`config.mk`:
```
export PLATFORM = sky130hd
export DESIGN_NAME = ecc_wr_injector
export DESIGN_NICKNAME = d
export VERILOG_FILES = /design/src/rtl/ecc_inj_pkg.sv /design/src/rtl/ecc_inj_ctrl.sv /design/src/rtl/ecc_inj_mask.sv /design/src/rtl/ecc_inj_apply.sv /design/src/rtl/ecc_wr_injector.sv
export SDC_FILE = /design/constraint.sdc
export NUM_CORES = 1
export LEC_CHECK = 0
export BUFFER_PORTS_ARGS = -buffer_cell sky130_fd_sc_hd__buf_2
export CORE_MARGIN = 2
export CORE_UTILIZATION = 39
export DETAILED_ROUTE_END_ITERATION = 12
export PLACE_DENSITY = 0.82
export SKIP_CTS_REPAIR_TIMING = 1
export SYNTH_ARGS = -nofsm -noshare
export SYNTH_HDL_FRONTEND = slang
export SYNTH_SLANG_ARGS = --single-unit
```
`constraint.sdc`:
```
create_clock -name clk -period 3.1 [get_ports clk]
set_input_delay 0.31 -clock clk [delete_from_list [all_inputs] [get_ports clk]]
set_output_delay 0.31 -clock clk [all_outputs]
set_load 0.005 [all_outputs]
```
`src/rtl/ecc_inj_pkg.sv`:
```
package ecc_inj_pkg;

    localparam int CTL_W = 16;
    localparam int POS_W = 7;
    localparam logic [CTL_W-1:0] CTL_KEEP = 16'h0F7F;

    typedef struct packed {
        logic [3:0]       rsv_hi;
        logic             dbl_once;
        logic             dbl_cont;
        logic             sgl_once;
        logic             sgl_cont;
        logic             rsv_lo;
        logic [POS_W-1:0] pos;
    } ctl_t;

    function automatic int secded_chk_w(input int data_w);
        int r;
        r = 1;
        while ((1 << r) < (data_w + r + 1)) r++;
        return r + 1;
    endfunction

endpackage

```
`src/rtl/ecc_inj_ctrl.sv`:
```
module ecc_inj_ctrl
    import ecc_inj_pkg::*;
#(
    parameter int CW = 39
) (
    input  logic             clk,
    input  logic             rst_n,
    input  logic             inj_allow,
    input  logic             cfg_we,
    input  logic [CTL_W-1:0] cfg_wdata,
    input  logic             wr_fire,
    output logic [CTL_W-1:0] cfg_value,
    output logic             active,
    output logic             dbl,
    output logic [POS_W-1:0] pos
);

    ctl_t ctl_d, ctl_q;
    logic [3:0] modes;
    logic one_mode, in_range, hit;

    always_comb begin
        modes    = {ctl_q.dbl_once, ctl_q.dbl_cont, ctl_q.sgl_once, ctl_q.sgl_cont};
        one_mode = ($countones(modes) == 1);
        in_range = (32'(ctl_q.pos) < CW);
        active   = inj_allow && one_mode && in_range;
        hit      = active && wr_fire;
        dbl      = ctl_q.dbl_cont || ctl_q.dbl_once;
        pos      = ctl_q.pos;
        ctl_d    = ctl_q;
        if (cfg_we) begin
            ctl_d = ctl_t'(cfg_wdata & CTL_KEEP);
        end else if (hit) begin
            ctl_d.sgl_once = 1'b0;
            ctl_d.dbl_once = 1'b0;
        end
        cfg_value = ctl_q;
    end

    always_ff @(posedge clk or negedge rst_n) begin
        if (!rst_n) ctl_q <= '0;
        else        ctl_q <= ctl_d;
    end

    p_once_clears_r8: assert property (@(posedge clk) disable iff (!rst_n)
        (hit && !cfg_we && (ctl_q.sgl_once || ctl_q.dbl_once))
        |=> (!ctl_q.sgl_once && !ctl_q.dbl_once && $stable(ctl_q.pos)));

    p_cont_holds_r7: assert property (@(posedge clk) disable iff (!rst_n)
        (hit && !cfg_we && (ctl_q.sgl_cont || ctl_q.dbl_cont)) |=> $stable(ctl_q));

    p_cfg_wins_r11: assert property (@(posedge clk) disable iff (!rst_n)
        cfg_we |=> (cfg_value == ($past(cfg_wdata) & CTL_KEEP)));

    p_reserved_zero_r2: assert property (@(posedge clk) disable iff (!rst_n)
        (cfg_value & ~CTL_KEEP) == '0);

    p_multi_none_r9: assert property (@(posedge clk) disable iff (!rst_n)
        ($countones(modes) > 1) |-> !active);

    p_gate_r6: assert property (@(posedge clk) disable iff (!rst_n)
        (!inj_allow && !cfg_we) |=> ($past(ctl_q.sgl_once) == ctl_q.sgl_once
                                     && $past(ctl_q.dbl_once) == ctl_q.dbl_once));

endmodule

```
`src/rtl/ecc_inj_mask.sv`:
```
module ecc_inj_mask
    import ecc_inj_pkg::*;
#(
    parameter int CW = 39
) (
    input  logic             en,
    input  logic             dbl,
    input  logic [POS_W-1:0] pos,
    output logic [CW-1:0]    mask
);

    for (genvar i = 0; i < CW; i++) begin : g_bit
        localparam int PREV = (i == 0) ? CW - 1 : i - 1;
        logic sel_self, sel_pair;
        always_comb begin
            sel_self = (pos == POS_W'(i));
            sel_pair = dbl && (pos == POS_W'(PREV));
            mask[i]  = en && (sel_self || sel_pair);
        end
    end

endmodule

```
`src/rtl/ecc_inj_apply.sv`:
```
module ecc_inj_apply #(
    parameter int DATA_W = 32,
    parameter int CHK_W  = 7,
    localparam int CW    = DATA_W + CHK_W
) (
    input  logic              clk,
    input  logic              rst_n,
    input  logic [CW-1:0]     mask,
    input  logic              req_valid,
    input  logic              req_we,
    input  logic [DATA_W-1:0] req_data,
    input  logic [CHK_W-1:0]  req_chk,
    output logic              mem_valid,
    output logic              mem_we,
    output logic [DATA_W-1:0] mem_data,
    output logic [CHK_W-1:0]  mem_chk
);

    logic [CW-1:0] cw_in, cw_out;
    logic          is_wr;

    always_comb begin
        is_wr  = req_valid && req_we;
        cw_in  = {req_chk, req_data};
        cw_out = is_wr ? (cw_in ^ mask) : cw_in;
        mem_valid = req_valid;
        mem_we    = req_we;
        mem_data  = cw_out[DATA_W-1:0];
        mem_chk   = cw_out[CW-1:DATA_W];
    end

    p_read_pass_r5: assert property (@(posedge clk) disable iff (!rst_n)
        !(req_valid && req_we) |-> (mem_data == req_data && mem_chk == req_chk));

    p_ctl_pass_r5: assert property (@(posedge clk) disable iff (!rst_n)
        (mem_valid == req_valid) && (mem_we == req_we));

    p_flip_count_r4: assert property (@(posedge clk) disable iff (!rst_n)
        $countones({mem_chk, mem_data} ^ {req_chk, req_data}) <= 2);

endmodule

```
`src/rtl/ecc_wr_injector.sv`:
```
module ecc_wr_injector
    import ecc_inj_pkg::*;
#(
    parameter int DATA_W = 32,
    localparam int CHK_W = ecc_inj_pkg::secded_chk_w(DATA_W)
) (
    input  logic              clk,
    input  logic              rst_n,
    input  logic              inj_allow,
    input  logic              cfg_we,
    input  logic [15:0]       cfg_wdata,
    output logic [15:0]       cfg_value,
    input  logic              req_valid,
    input  logic              req_we,
    input  logic [DATA_W-1:0] req_data,
    input  logic [CHK_W-1:0]  req_chk,
    output logic              mem_valid,
    output logic              mem_we,
    output logic [DATA_W-1:0] mem_data,
    output logic [CHK_W-1:0]  mem_chk
);

    localparam int CW = DATA_W + CHK_W;

    logic             active, dbl, wr_fire;
    logic [POS_W-1:0] pos;
    logic [CW-1:0]    mask;

    assign wr_fire = req_valid && req_we;

    ecc_inj_ctrl #(.CW(CW)) u_ctrl (
        .clk       (clk),
        .rst_n     (rst_n),
        .inj_allow (inj_allow),
        .cfg_we    (cfg_we),
        .cfg_wdata (cfg_wdata),
        .wr_fire   (wr_fire),
        .cfg_value (cfg_value),
        .active    (active),
        .dbl       (dbl),
        .pos       (pos)
    );

    ecc_inj_mask #(.CW(CW)) u_mask (
        .en   (active),
        .dbl  (dbl),
        .pos  (pos),
        .mask (mask)
    );

    ecc_inj_apply #(.DATA_W(DATA_W), .CHK_W(CHK_W)) u_apply (
        .clk       (clk),
        .rst_n     (rst_n),
        .mask      (mask),
        .req_valid (req_valid),
        .req_we    (req_we),
        .req_data  (req_data),
        .req_chk   (req_chk),
        .mem_valid (mem_valid),
        .mem_we    (mem_we),
        .mem_data  (mem_data),
        .mem_chk   (mem_chk)
    );

    p_range_r10: assert property (@(posedge clk) disable iff (!rst_n)
        (32'(cfg_value[6:0]) >= CW) |-> ({mem_chk, mem_data} == {req_chk, req_data}));

    p_no_allow_r6: assert property (@(posedge clk) disable iff (!rst_n)
        !inj_allow |-> ({mem_chk, mem_data} == {req_chk, req_data}));

endmodule

```
==> out/results.md, run 1 <==
- **result of the run** finished with violations
- **Hold Path Origin** cfg_wdata[10]
- **number of vias in the routed layout** 1722
- **Wirelength per Cell** 13.1 µm
- **Overflow after GRT** 0
- **clock transition time at the flip-flop clock pins of the worst setup and hold paths** 0.05 ns
- **post-synthesis adder-cell area fraction** 0.0486
- **setup repair after global routing missed its margin** yes
- **post-synthesis compound-gate area fraction** 0.0624
- **Synth Instances** 181
- **Final WS setup** -0.116 ns
- **slew of the pin with the lowest slew margin** 0.706 ns
- **net count of the finished layout** 356
- **signed area change from the synthesized netlist to the final layout** 61.6%
- **final design area excluding fillers** 2330 µm²
- **clock root buffer** clkbuf_8
- **maximum count of clock buffers along a single path** 2
- **cell depth of the worst min-delay path** 3
- **sequential-to-total area share from yosys stat** 0.191
- **Routed Antenna Nets** 0
- **clock tree from TritonCTS** built
- **Vias per Instance** 5.11
- **critical path start-end classification** flip-flop to output port
- **maximum number of pins on one net before global-route repair** 22
- **capturing element type of the critical path** output port
- **Ys Warns** 0
- **placer congestion estimate** 0.821
- **clock buffers created by TritonCTS** 3
- **site row count** 22
- **pwr/cell area** 276 nW/µm²
- **detailed placement HPWL** 3280 µm
- **class of the tightest hold or removal check** input port to flip-flop
- **final core utilization** 0.646
- **number of setup violations in the final report** 6
- **number of H-tree levels** 1
- **n_diodes** 0
- **Avg Cell Area, Syn** 7.97 µm²
- **Worst VDD drop** 0.313 mV
- **TritonRoute pass-1 iters** 4
- **initial antenna violation count** 0
- **drt total wl** 4420 µm
- **Hold Violations, Final** 0
- **synthesized-area fraction occupied by and/or/nand/nor cells** 0.324
- **most frequent standard cell in the layout excluding fill and tap cells** buf_2
- **Yosys cell types** 39
- **slew margin rel.** 0.529
- **Worst R2R Start** u_ctrl.cfg_value[9]
- **Max Clock Freq** 0.311 GHz
- **Die Height** 64.8 µm
- **violated checks** negative setup slack
- **max_cap viols** 0
- **starting utilization of the core area** 0.400
- **CTS sink count** 11
- **arrival time at the worst endpoint** 2.91 ns
- **Critical Path Start Type** flip-flop
- **Post-Place Worst Slack** -0.00902 ns
- **final period demand of the worst path** 3.22 ns
- **worst reg-to-reg path cell count** 8
- **worst setup path start** u_ctrl.cfg_value[9]
- **number of top-level pins** 118
- **highest-count cells in the layout ignoring fill and taps** 107 x buf_2, 25 x xor2_1, 13 x xnor2_1
- **worst min-delay path endpoint** u_ctrl.cfg_value[10]
- **count of routing violations after the opening detailed-route iteration** 38
- **combined area of all synthesized cells** 1440 µm²
- **destination of the worst register-to-register timing path** u_ctrl.cfg_value[9]
- **CP Data Required Time** 2.79 ns
- **portion of netlist area occupied by mux cells** 0.0624
- **final period utilization** 1.04
- **insertion delay of the later-clocked pin in the worst-skew pair** 0.23 ns
- **DRC** 0
- **clk_skew** 0.00153 ns
- **largest family of logic cells by synthesized area** simple AND/OR/NAND/NOR gates
- **I/O Buffers** 107
- **fin. max-slew vios** 0
- **share of cells above drive strength 1** 0.567
- **number of global-route vias before repair** 1442
- **wire length of the first global-routing pass** 6330 µm
- **XOR/XNOR Fraction of Synth Area** 0.237
- **worst-path maximum fanout** 6
- **overall track demand over capacity in global routing** 0.185
- **R2R Setup Slk** 0.57 ns
- **leakage power figure** 1.09 nW
- **die width** 64.8 µm
- **placed inst area** 2000 µm²
- **die area** 4200 µm²
- **Std-Cell Core Area** 3610 µm²
- **flops & latches, synth** 11
-- worst max-delay path: stages (launching register included) --
cell	delay, ns
dfrtp_1	0.42
ha_4	0.30
ha_4	0.12
fa_2	0.44
or3b_4	0.39
or4_4	0.59
nor2_2	0.15
xor2_1	0.14
buf_2	0.12
-- synthesized netlist by cell type --
| library cell | n | area (µm²) |
|---|---|---|
| and4_1 | 1 | 8.76 |
| mux2_2 | 8 | 90.1 |
| dfrtp_1 | 11 | 275 |
| o31ai_1 | 1 | 7.51 |
| nor3b_2 | 1 | 12.5 |
| fa_1 | 1 | 20.0 |
| nor2b_1 | 5 | 31.3 |
| and4b_1 | 2 | 20.0 |
| nand3_2 | 1 | 10.0 |
| nand2_1 | 12 | 45.0 |
| nor3_1 | 9 | 45.0 |
| conb_1 | 1 | 3.75 |
| nor4b_1 | 1 | 8.76 |
| o21ba_2 | 1 | 10.0 |
| nand4b_1 | 2 | 17.5 |
| o21ai_0 | 2 | 10.0 |
| inv_1 | 2 | 7.51 |
| xnor2_1 | 14 | 123 |
| and2_1 | 1 | 6.26 |
| o21ai_1 | 4 | 20.0 |
| or3b_4 | 1 | 11.3 |
| a22o_1 | 2 | 17.5 |
| nor3b_1 | 4 | 30.0 |
| nand2b_1 | 3 | 18.8 |
| or4_1 | 1 | 7.51 |
| a311o_1 | 1 | 10.0 |
| buf_2 | 2 | 10.0 |
| nor4_1 | 7 | 43.8 |
| xor2_1 | 25 | 219 |
| nor2_1 | 21 | 78.8 |
| clkbuf_1 | 9 | 33.8 |
| a211oi_1 | 1 | 7.51 |
| and3_1 | 3 | 18.8 |
| a22oi_1 | 1 | 7.51 |
| buf_4 | 7 | 52.6 |
| nand4_1 | 3 | 18.8 |
| ha_1 | 4 | 50.1 |
| nand3_1 | 5 | 25.0 |
| nor4bb_1 | 1 | 10.0 |
-- power by group --
part,switching [W],internal [W],total [W]
logic,0.000152,0.000155,0.000307
registers,0.0000431,0.000158,0.000201
clock network,0.0000465,0.0000896,0.000136
-- flip-flops by register name, indices dropped and copies added, names as in the netlist --
signal	cells
u_ctrl.cfg_value	4
u_ctrl.pos	7
-- final cells by class --
cell class,instances,area [µm²]
clock buffer,4,45.0
fill,320,1270
inverter,2,7.51
multi-input combinational,155,1330
sequential,11,275
tap,48,60.1
timing repair buffer,117,617
-- layer usage --
layer / up-vias / part of all wire / global-route usage
li1: 837 / - / -
met1: 805 / 0.38 / 0.237
met2: 76 / 0.53 / 0.331
met3: 4 / 0.081 / 0.0208
met4: 0 / 0.0079 / 0.0426
met5: - / 0 / 0
-- stage by stage --
stage	cells	total power (W)	TNS (ns)	hold WS [ns]
after CTS	332	0.000580	-3.53	-0.0652
final	337	0.000644	-0.569	0.307
after global routing	337	0.000686	-2.64	0.314
after floorplan	185	0.000323	0	0.0144
after detailed placement	328	0.000441	-0.00902	0.182
after global placement	328	0.000432	0	0.184
-- worst max-delay path by stage --
| stage | slack (ns) | cells after the start | endpoint |
|---|---|---|---|
| after floorplan | 0.18 | 9 | mem_data[3] |
| after global placement | 0.04 | 9 | mem_data[6] |
| after detailed placement | -0.009 | 9 | mem_data[6] |
| after CTS | -0.27 | 9 | mem_data[6] |
| after global routing | -0.20 | 8 | mem_data[3] |
| final | -0.12 | 8 | mem_data[3] |
-- kinds of logic (layout without fill, tap and decap cells) --
family | Yosys count | in the layout
simple gates | 84 | 85
xor+xnor | 39 | 39
buf+inv | 20 | 123
compound gates | 13 | 13
flops | 11 | 11
mux | 8 | 8
fa+ha+maj | 5 | 5
other cells | 1 | 5
No activity file was read; power rests on OpenSTA's default activity.
==> run 2: changes to the inputs <==
Settings changed: BUFFER_PORTS_ARGS -buffer_cell sky130_fd_sc_hd__buf_2 to not set, CORE_UTILIZATION 39 to 64, CTS_CLUSTER_DIAMETER set to 40, DONT_BUFFER_PORTS set to 1, PLACE_DENSITY 0.82 to 0.81.
==> run 2 against run 1 <==
Highest routed layer unchanged. Non-clock buffer count is 112 lower. Critical path type unchanged. The flow still finishes with violations (negative setup slack). Hold slack worse by 0.14 ns. Clock-buffer cell count stayed put.
==> out/results.md, run 2 (same netlist as run 1, synthesis figures left out) <==
- **Worst VDD drop** 0.299 mV
- **cell depth of the worst min-delay path** 1
- **most frequent standard cell in the layout excluding fill and tap cells** xor2_1
- **setup repair after global routing missed its margin** yes
- **maximum number of pins on one net before global-route repair** 22
- **capturing element type of the critical path** output port
- **starting utilization of the core area** 0.665
- **drt total wl** 3270 µm
- **net count of the finished layout** 243
- **number of setup violations in the final report** 9
- **insertion delay of the later-clocked pin in the worst-skew pair** 0.26 ns
- **Routed Antenna Nets** 0
- **proportion of total power due to net switching** 0.374
- **clock root buffer** clkbuf_4
- **worst reg-to-reg path cell count** 7
- **violated checks** negative setup slack
- **die area** 2650 µm²
- **critical path cell sequence** ha_1, ha_2, fa_1, or3b_4, or4_4, nor2_1, xor2_1
- **combinational cell fraction of total power** 0.362
- **Critical Path Start Type** flip-flop
- **highest-count cells in the layout ignoring fill and taps** 24 x xor2_1, 17 x nor2_1, 14 x xnor2_1
- **number of flip-flops under the largest register name** 7
- **number of global-route vias before repair** 1124
- **die width** 51.5 µm
- **pwr/cell area** 296 nW/µm²
- **clock transition time at the flip-flop clock pins of the worst setup and hold paths** 0.06 ns
- **CP Data Required Time** 2.79 ns
- **initial antenna violation count** 0
- **overall track demand over capacity in global routing** 0.236
- **maximum count of clock buffers along a single path** 2
- **Max Clock Freq** 0.309 GHz
- **Storage cell area** 275 µm²
- **I/O Buffers** 0
- **slowest CP cell** or4_4
- **area of combinational cells with multiple inputs** 1140 µm²
- **slew margin rel.** 0.555
- **Hold Violations, Final** 0
- **final period utilization** 1.04
- **worst stage delay on the critical path** 0.49 ns
- **clock tree from TritonCTS** built
- **summed negative setup slack over all endpoints** -0.625 ns
- **TritonRoute pass-1 iters** 4
- **Std-Cell Core Area** 2170 µm²
- **clock buffers created by TritonCTS** 3
- **final period demand of the worst path** 3.23 ns
- **slew of the pin with the lowest slew margin** 0.668 ns
- **CTS sink count** 11
- **final core utilization** 0.705
- **Total Power Consumption** 0.000453 W
- **number of vias in the routed layout** 1279
- **DRC** 0
- **clk_skew** 0.00234 ns
- **fin. max-slew vios** 0
- **fill cell count** 180
- **critical path start-end classification** flip-flop to output port
- **Final WS setup** -0.133 ns
- **max_cap viols** 0
- **register share of total power** 0.441
- **n_diodes** 0
- **signed area change from the synthesized netlist to the final layout** 5.98%
- **number of H-tree levels** 1
- **arrival time at the worst endpoint** 2.92 ns
- **wire length of the first global-routing pass** 4820 µm
- **worst-path maximum fanout** 6
- **Die Height** 51.5 µm
- **Clock power frac** 0.197
- **placer congestion estimate** 0.805
- **class of the tightest hold or removal check** input port to flip-flop
- **Vias per Instance** 6.27
- **site row count** 17
- **number of top-level pins** 118
- **count of routing violations after the opening detailed-route iteration** 27
- **Post-Place Worst Slack** 0.0782 ns
- **Overflow after GRT** 0
- **detailed placement HPWL** 2630 µm
- **result of the run** finished with violations
- **Wirelength per Cell** 16.0 µm
- **leakage power figure** 0.580 nW
- **share of cells above drive strength 1** 0.176
- **switching power** 0.000169 W
- **number of placed cells counting well taps** 198
- **Cell Int Power** 0.000284 W
- **fin cells** 204
## run 2: power by group through the flow
stage               registers (W)  clock network, W  logic, W
floorplan                0.000173                 0  0.000149
global placement         0.000198                 0  0.000142
detailed placement       0.000200                 0  0.000149
CTS                      0.000197         0.0000927  0.000150
global route             0.000204         0.0000986  0.000183
finish                   0.000200         0.0000893  0.000164
## run 2: worst paths after layout
check | start | endpoint | slack, ns
worst max-delay path | u_ctrl.cfg_value[8] | mem_data[3] | -0.13
worst min register to register | u_ctrl.cfg_value[9] | u_ctrl.cfg_value[9] | 0.56
min in group asynchronous | rst_n | u_ctrl.cfg_value[8] | 0.43
max in group asynchronous | rst_n | u_ctrl.pos[0] | 2.36
worst min-delay path | cfg_we | u_ctrl.cfg_value[10] | 0.16
worst max register to register | u_ctrl.cfg_value[8] | u_ctrl.cfg_value[9] | 0.56
## run 2: cell type report
class	instances	area share
Clock buffer	4	0.0172
Multi-Input combinational cell	154	0.749
Inverter	2	0.00491
Tap cell	28	0.0229
Timing Repair Buffer	5	0.0262
Sequential cell	11	0.180
## run 2: critical path, delay by kind of cell (launching register included)
kind                     cells  cell delay, ns
XOR/XNOR                     1            0.20
flip-flops                   1            0.41
adder cells (fa/ha/maj)      3            0.97
AND/OR/NAND/NOR              3            1.08
## run 2: per-layer routing
layer	wire length, µm	up-vias	global-route usage
li1	-	608	-
met1	1220	593	0.268
met2	1730	72	0.451
met3	277	6	0.0409
met4	42	0	0.0570
met5	0	-	0
## run 2: through the flow
| stage | instance area (µm²) | hold slack, ns |
|---|---|---|
| after floorplan | 1460 | 0.0144 |
| after global placement | 1420 | 0.0147 |
| after detailed placement | 1420 | 0.0147 |
| after CTS | 1450 | -0.265 |
| after global routing | 1530 | 0.168 |
| final | 1530 | 0.163 |
